--- src/rtl/pgen_pkg.sv ---
package pgen_pkg;

    typedef enum logic [1:0] {
        PG_IDLE    = 2'd0,
        PG_ACTIVE  = 2'd1,
        PG_RECOVER = 2'd2,
        PG_HOLD    = 2'd3
    } pg_state_t;

endpackage

--- src/rtl/pgen_sync.sv ---
module pgen_sync #(
    parameter int STAGES = 2
) (
    input  logic clk,
    input  logic rst_n,
    input  logic async_in,
    output logic sync_out
);
    logic [STAGES-1:0] chain;

    generate
        genvar g;
        for (g = 0; g < STAGES; g++) begin : g_stage
            if (g == 0) begin : g_first
                always_ff @(posedge clk) begin
                    if (!rst_n) chain[0] <= 1'b0;
                    else        chain[0] <= async_in;
                end
            end else begin : g_next
                always_ff @(posedge clk) begin
                    if (!rst_n) chain[g] <= 1'b0;
                    else        chain[g] <= chain[g-1];
                end
            end
        end
    endgenerate

    assign sync_out = chain[STAGES-1];
endmodule

--- src/rtl/pgen_edge.sv ---
module pgen_edge (
    input  logic clk,
    input  logic rst_n,
    input  logic level,
    output logic rise
);
    logic level_d;

    always_ff @(posedge clk) begin
        if (!rst_n) level_d <= 1'b0;
        else        level_d <= level;
    end

    assign rise = level & ~level_d;
endmodule

--- src/rtl/pgen_addr_hold.sv ---
module pgen_addr_hold #(
    parameter int ADDR_W = 8
) (
    input  logic              clk,
    input  logic              rst_n,
    input  logic              pass_en,
    input  logic [ADDR_W-1:0] word_in,
    output logic [ADDR_W-1:0] word_eff
);
    logic [ADDR_W-1:0] held;

    always_ff @(posedge clk) begin
        if (!rst_n)       held <= '0;
        else if (pass_en) held <= word_in;
    end

    assign word_eff = pass_en ? word_in : held;
endmodule

--- src/rtl/pgen_counter.sv ---
module pgen_counter #(
    parameter int CNT_W = 9
) (
    input  logic             clk,
    input  logic             rst_n,
    input  logic             load,
    input  logic [CNT_W-1:0] load_val,
    input  logic             dec,
    output logic             zero
);
    logic [CNT_W-1:0] cnt;

    always_ff @(posedge clk) begin
        if (!rst_n)                cnt <= '0;
        else if (load)             cnt <= load_val;
        else if (dec && cnt != '0) cnt <= cnt - 1'b1;
    end

    assign zero = (cnt == '0);
endmodule

--- src/rtl/pulse_gen.sv ---
module pulse_gen #(
    parameter int ADDR_W     = 8,
    parameter int INH_CYCLES = 4,
    parameter int REC_CYCLES = 3,
    parameter int SYNC_STAGES = 2
) (
    input  logic              clk,
    input  logic              rst_n,
    input  logic              trig_in,
    input  logic              abort_in,
    input  logic              addr_en,
    input  logic [ADDR_W-1:0] addr_in,
    output logic              pulse_out,
    output logic              pulse_out_n
);
    import pgen_pkg::*;

    localparam int MAX_WIDTH = INH_CYCLES + (1 << ADDR_W) - 1;
    localparam int MAX_LOAD  = (MAX_WIDTH > REC_CYCLES) ? MAX_WIDTH : REC_CYCLES;
    localparam int CNT_W     = $clog2(MAX_LOAD + 1);
    localparam int INH_LOAD  = (INH_CYCLES > 0) ? INH_CYCLES - 1 : 0;
    localparam int REC_LOAD  = (REC_CYCLES > 0) ? REC_CYCLES - 1 : 0;
    localparam bit HAS_REC   = (REC_CYCLES > 0);

    logic              trig_s;
    logic              abort_s;
    logic              trig_rise;
    logic [ADDR_W-1:0] addr_eff;
    logic              cnt_load;
    logic [CNT_W-1:0]  cnt_val;
    logic              cnt_dec;
    logic              cnt_zero;
    pg_state_t         state;
    pg_state_t         nxt;
    logic              pulse_r;

    pgen_sync #(.STAGES(SYNC_STAGES)) u_trig_sync (
        .clk      (clk),
        .rst_n    (rst_n),
        .async_in (trig_in),
        .sync_out (trig_s)
    );

    pgen_sync #(.STAGES(SYNC_STAGES)) u_abort_sync (
        .clk      (clk),
        .rst_n    (rst_n),
        .async_in (abort_in),
        .sync_out (abort_s)
    );

    pgen_edge u_trig_edge (
        .clk   (clk),
        .rst_n (rst_n),
        .level (trig_s),
        .rise  (trig_rise)
    );

    pgen_addr_hold #(.ADDR_W(ADDR_W)) u_addr (
        .clk      (clk),
        .rst_n    (rst_n),
        .pass_en  (addr_en),
        .word_in  (addr_in),
        .word_eff (addr_eff)
    );

    pgen_counter #(.CNT_W(CNT_W)) u_cnt (
        .clk      (clk),
        .rst_n    (rst_n),
        .load     (cnt_load),
        .load_val (cnt_val),
        .dec      (cnt_dec),
        .zero     (cnt_zero)
    );

    // Next-state and counter control
    always_comb begin
        nxt      = state;
        cnt_load = 1'b0;
        cnt_val  = '0;
        cnt_dec  = 1'b0;
        if (abort_s) begin
            nxt = PG_HOLD;
        end else begin
            unique case (state)
                PG_IDLE: begin
                    if (trig_rise) begin
                        nxt      = PG_ACTIVE;
                        cnt_load = 1'b1;
                        cnt_val  = CNT_W'(INH_LOAD) + CNT_W'(addr_eff);
                    end
                end
                PG_ACTIVE: begin
                    if (cnt_zero) begin
                        if (HAS_REC) begin
                            nxt      = PG_RECOVER;
                            cnt_load = 1'b1;
                            cnt_val  = CNT_W'(REC_LOAD);
                        end else begin
                            nxt = PG_IDLE;
                        end
                    end else begin
                        cnt_dec = 1'b1;
                    end
                end
                PG_RECOVER: begin
                    if (cnt_zero) nxt = PG_IDLE;
                    else          cnt_dec = 1'b1;
                end
                PG_HOLD: begin
                    if (HAS_REC) begin
                        nxt      = PG_RECOVER;
                        cnt_load = 1'b1;
                        cnt_val  = CNT_W'(REC_LOAD);
                    end else begin
                        nxt = PG_IDLE;
                    end
                end
                default: nxt = PG_IDLE;
            endcase
        end
    end

    // State register
    always_ff @(posedge clk) begin
        if (!rst_n) state <= PG_IDLE;
        else        state <= nxt;
    end

    // Registered outputs
    always_ff @(posedge clk) begin
        if (!rst_n) pulse_r <= 1'b0;
        else        pulse_r <= (nxt == PG_ACTIVE);
    end

    assign pulse_out   = pulse_r;
    assign pulse_out_n = ~pulse_r;
endmodule

--- config.mk ---
export PLATFORM = sky130hd
export DESIGN_NAME = pulse_gen
export DESIGN_NICKNAME = d
export VERILOG_FILES = /design/src/rtl/pgen_pkg.sv /design/src/rtl/pgen_sync.sv /design/src/rtl/pgen_edge.sv /design/src/rtl/pgen_addr_hold.sv /design/src/rtl/pgen_counter.sv /design/src/rtl/pulse_gen.sv
export SDC_FILE = /design/constraint.sdc
export NUM_CORES = 1
export LEC_CHECK = 0
export ABC_AREA = 1
export BUFFER_PORTS_ARGS = -buffer_cell sky130_fd_sc_hd__buf_2
export CAP_MARGIN = 20
export CORE_MARGIN = 4
export CORE_UTILIZATION = 43
export CTS_BUF_LIST = sky130_fd_sc_hd__clkbuf_16
export DETAILED_ROUTE_END_ITERATION = 6
export GPL_ROUTABILITY_DRIVEN = 0
export PLACE_DENSITY_LB_ADDON = 0.15
export REMOVE_ABC_BUFFERS = 1
export SYNTH_ARGS = -nofsm -noshare
export SYNTH_HDL_FRONTEND = slang
export SYNTH_SLANG_ARGS = --single-unit
export TNS_END_PERCENT = 50
--- constraint.sdc ---
create_clock -name clk -period 4.8 [get_ports clk]
set_clock_uncertainty 0.2 [all_clocks]
set_input_delay 1.44 -clock clk [delete_from_list [all_inputs] [get_ports clk]]
set_output_delay 1.44 -clock clk [all_outputs]
set_load 0.05 [all_outputs]
Yosys cells after proc, flatten, opt, wreduce, memory -nomap -nowiden
Index checks and enable logic that the tools add are counted.
Storage, ports and cells
  flip-flop bits (word level): 25
  latch bits: 0
  bits in writable memories: 0
  ROM bits: 0
  input bits: 13
  output and inout bits: 2
  word-level logic and storage cells: 43
  memories kept: 0
Operators by class
  add/subtract/negate cells: 2
  $mul: 0
  div/mod/pow operators: 0
  magnitude comparators: 0
  equality and inequality tests: 4
  shifts and indexed selects: 0
  muxes and demuxes: 19
  bitwise gates (word level): 3
  reductions and logical operators: 6
Operators by type and width (count)
  9-bit two-way mux: 4
  9-bit one-hot mux with 3 select lines: 1
  2-bit two-way mux: 5
  2-bit by 8-bit adder with 9-bit output (first input constant): 1
  9-bit logical NOT: 1
  9-bit nonzero test: 1
  9-bit by 1-bit subtractor with 9-bit output (second input constant): 1
  8-bit two-way mux: 1
  2-bit one-hot mux with 4 select lines: 1
  1-bit two-way mux: 6
  2-bit by 1-bit equality test with 1-bit output (second input constant): 2
  2-bit equality test (second input constant): 2
  1-bit one-hot mux with 3 select lines: 1
  2-bit logical NOT: 1
  1-bit NOT: 2
  2-bit nonzero test: 1
  2-bit OR reduction: 1
  1-bit bitwise AND: 1
  1-bit logical AND: 1

Depth between registers and ports, before layout
Gate-level depths: netlist of run 1.
  word-level depth: 7
  depth in mapped cells: 12
  gate-level depth less buffers: 11

Cells and area by module
A second synthesis of run 1 with hierarchy kept.
Unflattened totals
  cell total of the unflattened synthesis: 263
  area total of the unflattened synthesis: 1611.5 um2
Modules (own cells, without submodules)
  pgen_counter: instances 1, cells each 99, area an instance 604.3 um2, seq. area each 180.2 um2
  pulse_gen: instances 1, cells each 80, area an instance 465.4 um2, seq. area each 60.1 um2
  pgen_addr_hold: instances 1, cells each 67, area an instance 394.1 um2, seq. area each 160.2 um2
  pgen_sync: instances 2, cells each 6, area an instance 55.1 um2, seq. area each 40.0 um2
  pgen_edge: instances 1, cells each 5, area an instance 37.5 um2, seq. area each 20.0 um2

Worst setup path after synthesis of run 1
Ideal clock, no wire load.
  path type: input port to flip-flop
  from: input port addr_en
  to: register u_cnt.cnt[6]
  library setup time: 0.066 ns
  arrival time: 2.609 ns
  required time: 4.534 ns
  path slack: 1.925 ns
  stages: 11
  buffers on the path: 1
  cell sequence: buf_6 inv_4 nand2_1 nand2_2 ha_1 nand3b_1 nor2_1 nand2_1 a21oi_1 nand2_1 a21oi_2
On the way
  cells in the longest elaborated chain, start to end: 6
RTL lines
  from (decl): line pulse_gen.sv:11  | input logic addr_en,
  8-bit two-way mux: line pgen_addr_hold.sv:17  | assign word_eff = pass_en ? word_in : held;
  2-bit by 8-bit adder with 9-bit output: line pulse_gen.sv:89  | cnt_val = CNT_W'(INH_LOAD) + CNT_W'(addr_eff);
  9-bit two-way mux: line pulse_gen.sv:86  | if (trig_rise) begin
  9-bit one-hot mux with 3 select lines: line pulse_gen.sv:84  | unique case (state)
  9-bit two-way mux: line pulse_gen.sv:81  | if (abort_s) begin
  9-bit two-way mux: line pgen_counter.sv:15  | else if (load) cnt <= load_val;
  to (signal assigned): line pgen_counter.sv:15
  to (signal assigned): line pgen_counter.sv:16  | else if (dec && cnt != '0) cnt <= cnt - 1'b1;
  to (decl): line pgen_counter.sv:11  | logic [CNT_W-1:0] cnt;
No other way between the ends.
A chain may end at the register's enable or synchronous reset.

Worst setup path after layout of run 1
Same ends and word-level chain as after synthesis.

==> metrics.md, run 1 <==
| Metric | Value |
|---|---|
| H-tree lvl count | `1` |
| Ports | `15` |
| Drt pass-1 iters | `4` |
| Setup crit start kind | `input pin` |
| Clk root buf | `clkbuf_16` |
| Routed WL | `3070 microns` |
| Total Routing Usage GR | `0.154` |
| Syn Inst Count | `236` |
| CP endpoint kind | `flop` |
| CTS tree | `yes` |
| Layout cells sized above 1 | `0.136` |
| Synth Area in Simple Gates | `0.394` |
| Final period util | `0.598` |
| Data arrival, critical path | `2.87 ns` |
| Crit path required time | `4.80 ns` |
| Min cycle time layout | `2.87 ns` |
| Post-Synth Adder-Cell Area | `0.0494` |
| Met3 Track Usage GR | `0.0200` |
| Congestion Overflow GR | `0` |
| Row cnt | `21` |
| Clk_lat worst skew | `0.26 ns` |
| M1 GR Usage | `0.217` |
| Yosys reg bits | `25` |
| Netlist area before placement | `0.00152 sq mm` |
| Sw Ratio | `0.431` |
| Status | `completed` |
| Port Buffer Count | `14` |
| Post-synth EDFFs | `0` |
| Setup TNS Final | `0 ns` |
| Slew Limit Fails | `0` |
| Core Box Area | `0.00336 sq mm` |
| Pleak | `0.911 nW` |
| Detailed Route Iter0 Violations | `79` |
| First-pass GRT wire length | `5420 microns` |
| Worst Slack Setup Final | `1.93 ns` |
| Yosys warns | `0` |
| Clock power share | `0.196` |
| Net Switching | `416 uW` |
| PD cells | `568 mW/mm^2` |
| Slew Limit Headroom | `0.772` |
| Vias in the first global route | `1233` |
| Busiest metal layer after global routing | `met2` |
| Met2 usage | `0.235` |
| Netlist cell types | `29` |
| Estimated wirelength of the detail-placed design | `2320 microns` |
| Post-CTS setup buffer count | `0` |
| CP Class | `input pin to flop` |
| Async SR Flop Fraction | `0` |
| Vias | `1375` |
| R2R depth | `11` |
| Most used DFF post-synth | `dfxtp_1` |
| Max-Cap Viols | `0` |
| CTS Sinks | `25` |
| Hold Path Depth | `2` |
| RSZ-0062 raised after global routing | `no` |
| Ant. Diodes | `0` |
| Area grow syn2layout | `11.7%` |
| Post-route cell area | `0.00170 sq mm` |
| XOR/XNOR share of the synthesized area | `0.0230` |
| Fmax | `349 MHz` |
| Worst hold slack | `0.213 ns` |
| Peak VDD IR | `0.000240 V` |
| Compound-Gate Fraction of Synth Area | `0.0708` |
| Via-to-Cell Ratio | `4.65` |
| Die area | `0.00455 sq mm` |
| Multiplexer share of the synthesized area | `0.00658` |
| Maximum fanout along the worst path | `10` |
| Post-synthesis sequential area ratio | `0.329` |
| Final hold vios | `0` |
| Slew @ Worst Pin | `0.342 ns` |
| Worst Hold Class | `flop to flop` |
| Int Power | `548 uW` |
| Chip Height | `67.5 microns` |
| Syn Area/Cell | `6.44 sq um` |
| Largest net degree at the start of global routing | `18` |
| Initial antenna violation count | `0` |
| Final Instance Count excl. Fillers | `296` |
| Clock-pin transition on the worst setup and hold timing paths | `0.07 ns` |
| Placed Area | `0.00162 sq mm` |
| DRC viols | `0` |
| Die X | `67.5 microns` |
| Initial Utilization | `0.452` |
| CTS hold repair buffers | `0` |
| Total power | `965 uW` |
| Logic pwr share | `0.502` |
| Post-placement cell count | `292` |
| Main combinational cell family by area after synthesis | `simple AND/OR/NAND/NOR gates` |
| Core Util, Final | `0.505` |
| Cts repair resizes | `0` |
| Clock buffer depth | `2` |
| DP Worst Slack | `1.68 ns` |
| Final setup fails | `0` |
| Final #Nets | `270` |
| CTS Buf Count | `3` |
| Reg power frac | `0.301` |
| Detail Route Antenna Nets | `0` |
| Per-cell routed wire length | `10.4 microns` |
==> path summary, 6_finish.rpt <==
kind                                           end  slack (ns)                             start
setup / recovery         u_cnt.cnt[6]$_SDFFE_PN0P_        1.93                           addr_en
setup reg to reg         u_cnt.cnt[2]$_SDFFE_PN0P_        2.86         u_cnt.cnt[0]$_SDFFE_PN0P_
hold reg to reg   u_abort_sync.sync_out$_SDFF_PN0_        0.21  u_abort_sync.chain[0]$_SDFF_PN0_
hold / removal    u_abort_sync.sync_out$_SDFF_PN0_        0.21  u_abort_sync.chain[0]$_SDFF_PN0_
==> final cells by class <==
cell class,count,area (sq um)
Clock buffer,3,75.1
Clock inverter,1,7.51
Fill cell,369,1670
Inverter,42,160
Multi-Input combinational cell,165,827
Sequential cell,25,500
Tap cell,46,57.6
Timing Repair Buffer,14,70.1
==> synth_stat cells (2+ instances only) <==
cell       n  area, sq um
nand3_1   14         70.1
nor2_2     3         18.8
a21oi_1    4         20.0
nand3_2    3         30.0
ha_1       6         75.1
nand3b_1   2         15.0
nand2_2    4         25.0
inv_1     40          150
nand2_1   64          240
buf_6      2         22.5
dfxtp_1   25          500
o21ai_0    9         45.0
buf_2      2         10.0
a31oi_1    2         12.5
xor2_1     3         26.3
nand4_1    2         12.5
nor2_1    39          146
==> routing by layer <==
metal / wire [microns] / part of all wire
met4: 44 / 0.014
met3: 101 / 0.033
met5: 0 / 0
met2: 1370 / 0.45
met1: 1560 / 0.51
==> cell usage in the layout, fill, tap and decap left out <==
master,netlist,final
a21oi_1,4,4
a21oi_2,1,1
a31oi_1,2,2
buf_2,2,14
clkbuf_16,0,3
clkinv_1,1,1
clkinvlp_4,0,1
dfxtp_1,25,25
ha_1,6,6
inv_1,40,40
inv_4,1,1
mux2i_1,1,1
nand2_1,64,64
nand2_2,4,4
nand2_4,1,1
nand3_1,14,14
nand3_2,3,3
nand3_4,1,1
nand3b_1,2,2
nand4_1,2,2
nor2_1,39,39
nor2_2,3,3
o211ai_1,1,1
o21ai_0,9,9
o21ai_1,1,1
o21ai_2,1,1
or2_1,1,1
or2_2,1,1
xnor2_1,1,1
xor2_1,3,3
==> power groups by stage <==
stage | Clock, mW | Sequential [mW] | Combinational, mW
after floorplan | 0 | 0.291 | 0.392
after global placement | 0 | 0.295 | 0.485
after detailed placement | 0 | 0.295 | 0.483
after CTS | 0.198 | 0.291 | 0.486
after global routing | 0.203 | 0.297 | 0.564
final | 0.189 | 0.291 | 0.485
==> cells by family after synthesis <==
group	after synthesis
fa+ha+maj	6
mux	1
simple gates	135
buf+inv	46
xor+xnor	4
flops	25
compound gates	19
==> registers in the layout, indices dropped and copies added, names as in the netlist <==
name and flops:
u_cnt.cnt 9, u_addr.held 8, state 2, pulse_out 1
u_abort_sync.chain 1, u_abort_sync.sync_out 1, u_trig_edge.level_d 1, u_trig_sync.chain 1
u_trig_sync.sync_out 1
==> critical path, cell delays in order <==
cell      delay [ns]
buf_2           0.21
inv_4           0.07
nand2_1         0.08
nand2_2         0.07
ha_1            0.20
nand3b_1        0.18
nor2_1          0.22
nand2_1         0.08
a21oi_1         0.14
nand2_1         0.07
a21oi_2         0.10
(Power assumes the default switching activity.)
==> run 2: changes to the inputs <==
--- a/config.mk
+++ b/config.mk
@@ -5,7 +5,7 @@
 export SDC_FILE = /design/constraint.sdc
 export NUM_CORES = 1
 export LEC_CHECK = 0
-export ABC_AREA = 1
+export ABC_AREA = 0
 export BUFFER_PORTS_ARGS = -buffer_cell sky130_fd_sc_hd__buf_2
 export CAP_MARGIN = 20
 export CORE_MARGIN = 4
==> constraint.sdc (replaced) <==
create_clock -name clk -period 2.35 [get_ports clk]
set_clock_uncertainty 0.2 [all_clocks]
set_input_delay 0.705 -clock clk [delete_from_list [all_inputs] [get_ports clk]]
set_output_delay 0.705 -clock clk [all_outputs]
set_load 0.05 [all_outputs]
==> run 2 against run 1 <==
  * Via count is 6.3% lower
  * Combinational power is 110% higher
  * Register-to-register slack worse by 2.8 ns
  * Synthesized cell count is 29% lower
  * Non-clock buffer count is 13 higher
  * First-iteration DRC count is 16% lower
  * Largest cell class unchanged
  * Critical path depth is 4 lower
  * Highest routed layer unchanged
  * Flip-flop and latch count stayed put
  * Clock power is 100% higher
==> metrics.md, run 2 <==
| Metric | Value |
|---|---|
| Maximum fanout along the worst path | `5 (-5)` |
| Setup TNS Final | `0 ns (unchanged)` |
| Core Box Area | `0.00310 sq mm (-7.7%)` |
| Slew Limit Headroom | `0.735 (-0.0372)` |
| Vias in the first global route | `1267 (+2.8%)` |
| WP buf/inv | `1 (-1)` |
| Chip Height | `65.6 microns (-2.7%)` |
| Post-synth top area cell | `dfxtp_1` |
| Netlist area before placement | `0.00143 sq mm (-6.1%)` |
| Most common cell after layout, fill and taps aside | `dfxtp_1` |
| XOR/XNOR share of the synthesized area | `0.0429 (+0.0199)` |
| Yosys warns | `0 (unchanged)` |
| Estimated wirelength of the detail-placed design | `2490 microns (+7.4%)` |
| Largest register FFs | `9 (unchanged)` |
| CP peak stage delay | `0.50 ns (+0.28 ns)` |
| Congestion Overflow GR | `0 (unchanged)` |
| Placed Area | `0.00163 sq mm (+0.70%)` |
| CTS Buf Count | `3 (unchanged)` |
| Routed WL | `3190 microns (+3.7%)` |
| Slew @ Worst Pin | `0.394 ns (+0.0521 ns)` |
| Ports | `15 (unchanged)` |
| Syn Area/Cell | `8.55 sq um (+33%)` |
| Final setup fails | `0 (unchanged)` |
| Status | `completed` |
| Clock buffer depth | `2 (unchanged)` |
| CTS Sinks | `25 (unchanged)` |
| Top cells by area, synth | `dfxtp_1 (35%), mux2i_1 (7.0%), ha_1 (5.3%)` |
| Max-Cap Viols | `0 (unchanged)` |
| H-tree lvl count | `1 (unchanged)` |
| Clk root buf | `clkbuf_16` |
| Most common cell in the netlist | `dfxtp_1` |
| Peak VDD IR | `0.000452 V (+88%)` |
| RSZ-0062 raised after global routing | `no` |
| Per-cell routed wire length | `13.5 microns (+30%)` |
| Final period util | `0.956` |
| Slew Limit Fails | `0 (unchanged)` |
| Post-synthesis sequential area ratio | `0.351 (+0.0214)` |
| Detail Route Antenna Nets | `0 (unchanged)` |
| Synth top area share | `0.351 (+0.0214)` |
| Setup crit start kind | `flop` |
| Total Routing Usage GR | `0.165 (+0.0108)` |
| Initial Utilization | `0.460 (+0.00807)` |
| Detailed Route Iter0 Violations | `66 (-16%)` |
| Async SR Flop Fraction | `0 (unchanged)` |
| Post-synth EDFFs | `0 (unchanged)` |
| Multiplexer share of the synthesized area | `0.0701 (+0.0635)` |
| Min cycle time layout | `2.25 ns` |
| Row cnt | `20 (-4.8%)` |
| Post-route cell area | `0.00172 sq mm (+1.5%)` |
| Top reg by flops | `u_cnt.cnt` |
| Ant. Diodes | `0 (unchanged)` |
| Clock-pin transition on the worst setup and hold timing paths | `0.06 ns (about the same)` |
| PD cells | `1170 mW/mm^2 (+110%)` |
| Post-Synth Adder-Cell Area | `0.0526 (+0.00320)` |
| Area grow syn2layout | `20.7%` |
| CTS tree | `yes` |
| Data arrival, critical path | `2.25 ns (-0.62 ns)` |
| Fmax | `445 MHz` |
| Vias | `1288 (-6.3%)` |
| Die X | `65.6 microns (-2.7%)` |
| Clk_lat worst skew | `0.26 ns (about the same)` |
| Worst path top cell family by delay | `compound AO/OA/AOI/OAI gates` |
| Die area | `0.00431 sq mm (-5.4%)` |
| Syn Inst Count | `167 (-29%)` |
| Port Buffer Count | `14 (unchanged)` |
| Most frequent cells in the layout | `dfxtp_1 (25), nor2_1 (16), buf_2 (14), buf_4 (13)` |
| Most used DFF post-synth | `dfxtp_1` |
| Synth Area in Simple Gates | `0.269 (-0.125)` |
| Compound-Gate Fraction of Synth Area | `0.177 (+0.106)` |
| Top Registers | `u_cnt.cnt x9, u_addr.held x8, state x2` |
| Pleak | `0.765 nW (-16%)` |
| Reg2Reg Setup Slack | `0.10 ns (-2.76 ns)` |
| DRC viols | `0 (unchanged)` |
| Main combinational cell family by area after synthesis | `simple AND/OR/NAND/NOR gates` |
| First-pass GRT wire length | `5490 microns (+1.4%)` |
| Top post-synthesis cells by count | `dfxtp_1 (25), nor2_1 (16), nand2_1 (11), mux2i_1 (10)` |
| Worst Hold Class | `flop to flop` |
| Initial antenna violation count | `0 (unchanged)` |
| Crit path required time | `2.35 ns (-2.45 ns)` |
| Final hold vios | `0 (unchanged)` |
| Netlist cell types | `40 (+38%)` |
| Post-CTS setup buffer count | `0 (unchanged)` |
| Yosys reg bits | `25 (unchanged)` |
| CP Class | `flop to flop` |
| Final Instance Count excl. Fillers | `236 (-20%)` |
| Final #Nets | `212 (-21%)` |
| Layout cells sized above 1 | `0.198 (+0.0619)` |
| Crit path top cell by count | `nor2_1` |
| Post-placement cell count | `232 (-21%)` |
| Largest net degree at the start of global routing | `27 (+9)` |
| Slowest CP cell | `or4b_4` |
| Via-to-Cell Ratio | `5.46 (+17%)` |
| CP endpoint kind | `flop` |
| Drt pass-1 iters | `4 (unchanged)` |
| Critical path, cell by cell | `inv_2, ha_2, or4b_4, o31ai_4, nor2_1, o32a_1, nor2_1` |
-- run 2: changes by cell type in the layout (fill, tap and decap cells not counted), moves of 4 or more --
cell,delta
nand2_1,-54
inv_1,-33
nor2_1,-23
buf_4,+13
mux2i_1,+9
nand3_1,-9
nor2b_1,+9
and2_1,+8
nor3_1,+4
-- run 2: timing repair --
item	CTS	global route
hold buffers	0	0
pin swaps	1	2
endpoints found under the setup margin	1	10
gates resized for setup	0	6
-- run 2: area by class of cell --
type                    count  area (sq um)
inverters                   8          30.0
flip-flops and latches     25           500
repair buffers             27           168
clock buffers               3          75.1
multi-input cells         128           887
fillers                   322          1380
well taps                  44          55.1
clock inverters             1          7.51
-- run 2: cells by family (layout without fill, tap and decap cells) --
kind of cell,Yosys count,after routing
adder cells (fa/ha/maj),6,6
buffers and inverters,14,39
AND/OR/NAND/NOR,71,71
XOR/XNOR,7,7
multiplexers,10,10
flip-flops,25,25
AO/OA/AOI/OAI,34,34
-- run 2: layer usage --
metal / routed length [microns] / part of all wire / global-route usage / vias up
li1: - / - / - / 647
met1: 1420 / 0.45 / 0.203 / 603
met3: 149 / 0.047 / 0.0205 / 7
met4: 74 / 0.023 / 0.0907 / 0
met5: 0 / 0 / 0 / -
met2: 1540 / 0.48 / 0.274 / 31
-- run 2: path summary, 6_finish.rpt --
check,start,end,cells after the start
min,u_abort_sync.chain[0]$_SDFF_PN0_,u_abort_sync.sync_out$_SDFF_PN0_,1
max,u_cnt.cnt[0]$_SDFFE_PN0P_,u_cnt.cnt[3]$_SDFFE_PN0P_,7
min reg2reg,u_abort_sync.chain[0]$_SDFF_PN0_,u_abort_sync.sync_out$_SDFF_PN0_,1
max reg2reg,u_cnt.cnt[0]$_SDFFE_PN0P_,u_cnt.cnt[3]$_SDFFE_PN0P_,7
-- run 2: per-stage QoR --
step	power, mW	setup slack [ns]	util	hold slack (ns)
2_1_floorplan	1.31	0.198	-	0.212
3_3_place_gp	1.57	0.0350	0.524	0.214
3_5_place_dp	1.59	0.0211	0.524	0.222
4_1_cts	1.98	0.0430	0.551	0.237
5_1_grt	2.19	0.00182	0.555	0.266
6_report	2.01	0.104	0.555	0.234
-- run 2: where the power goes --
part	internal (mW)	switching, mW
Clock	0.231	0.148
Combinational	0.486	0.547
Sequential	0.513	0.0858
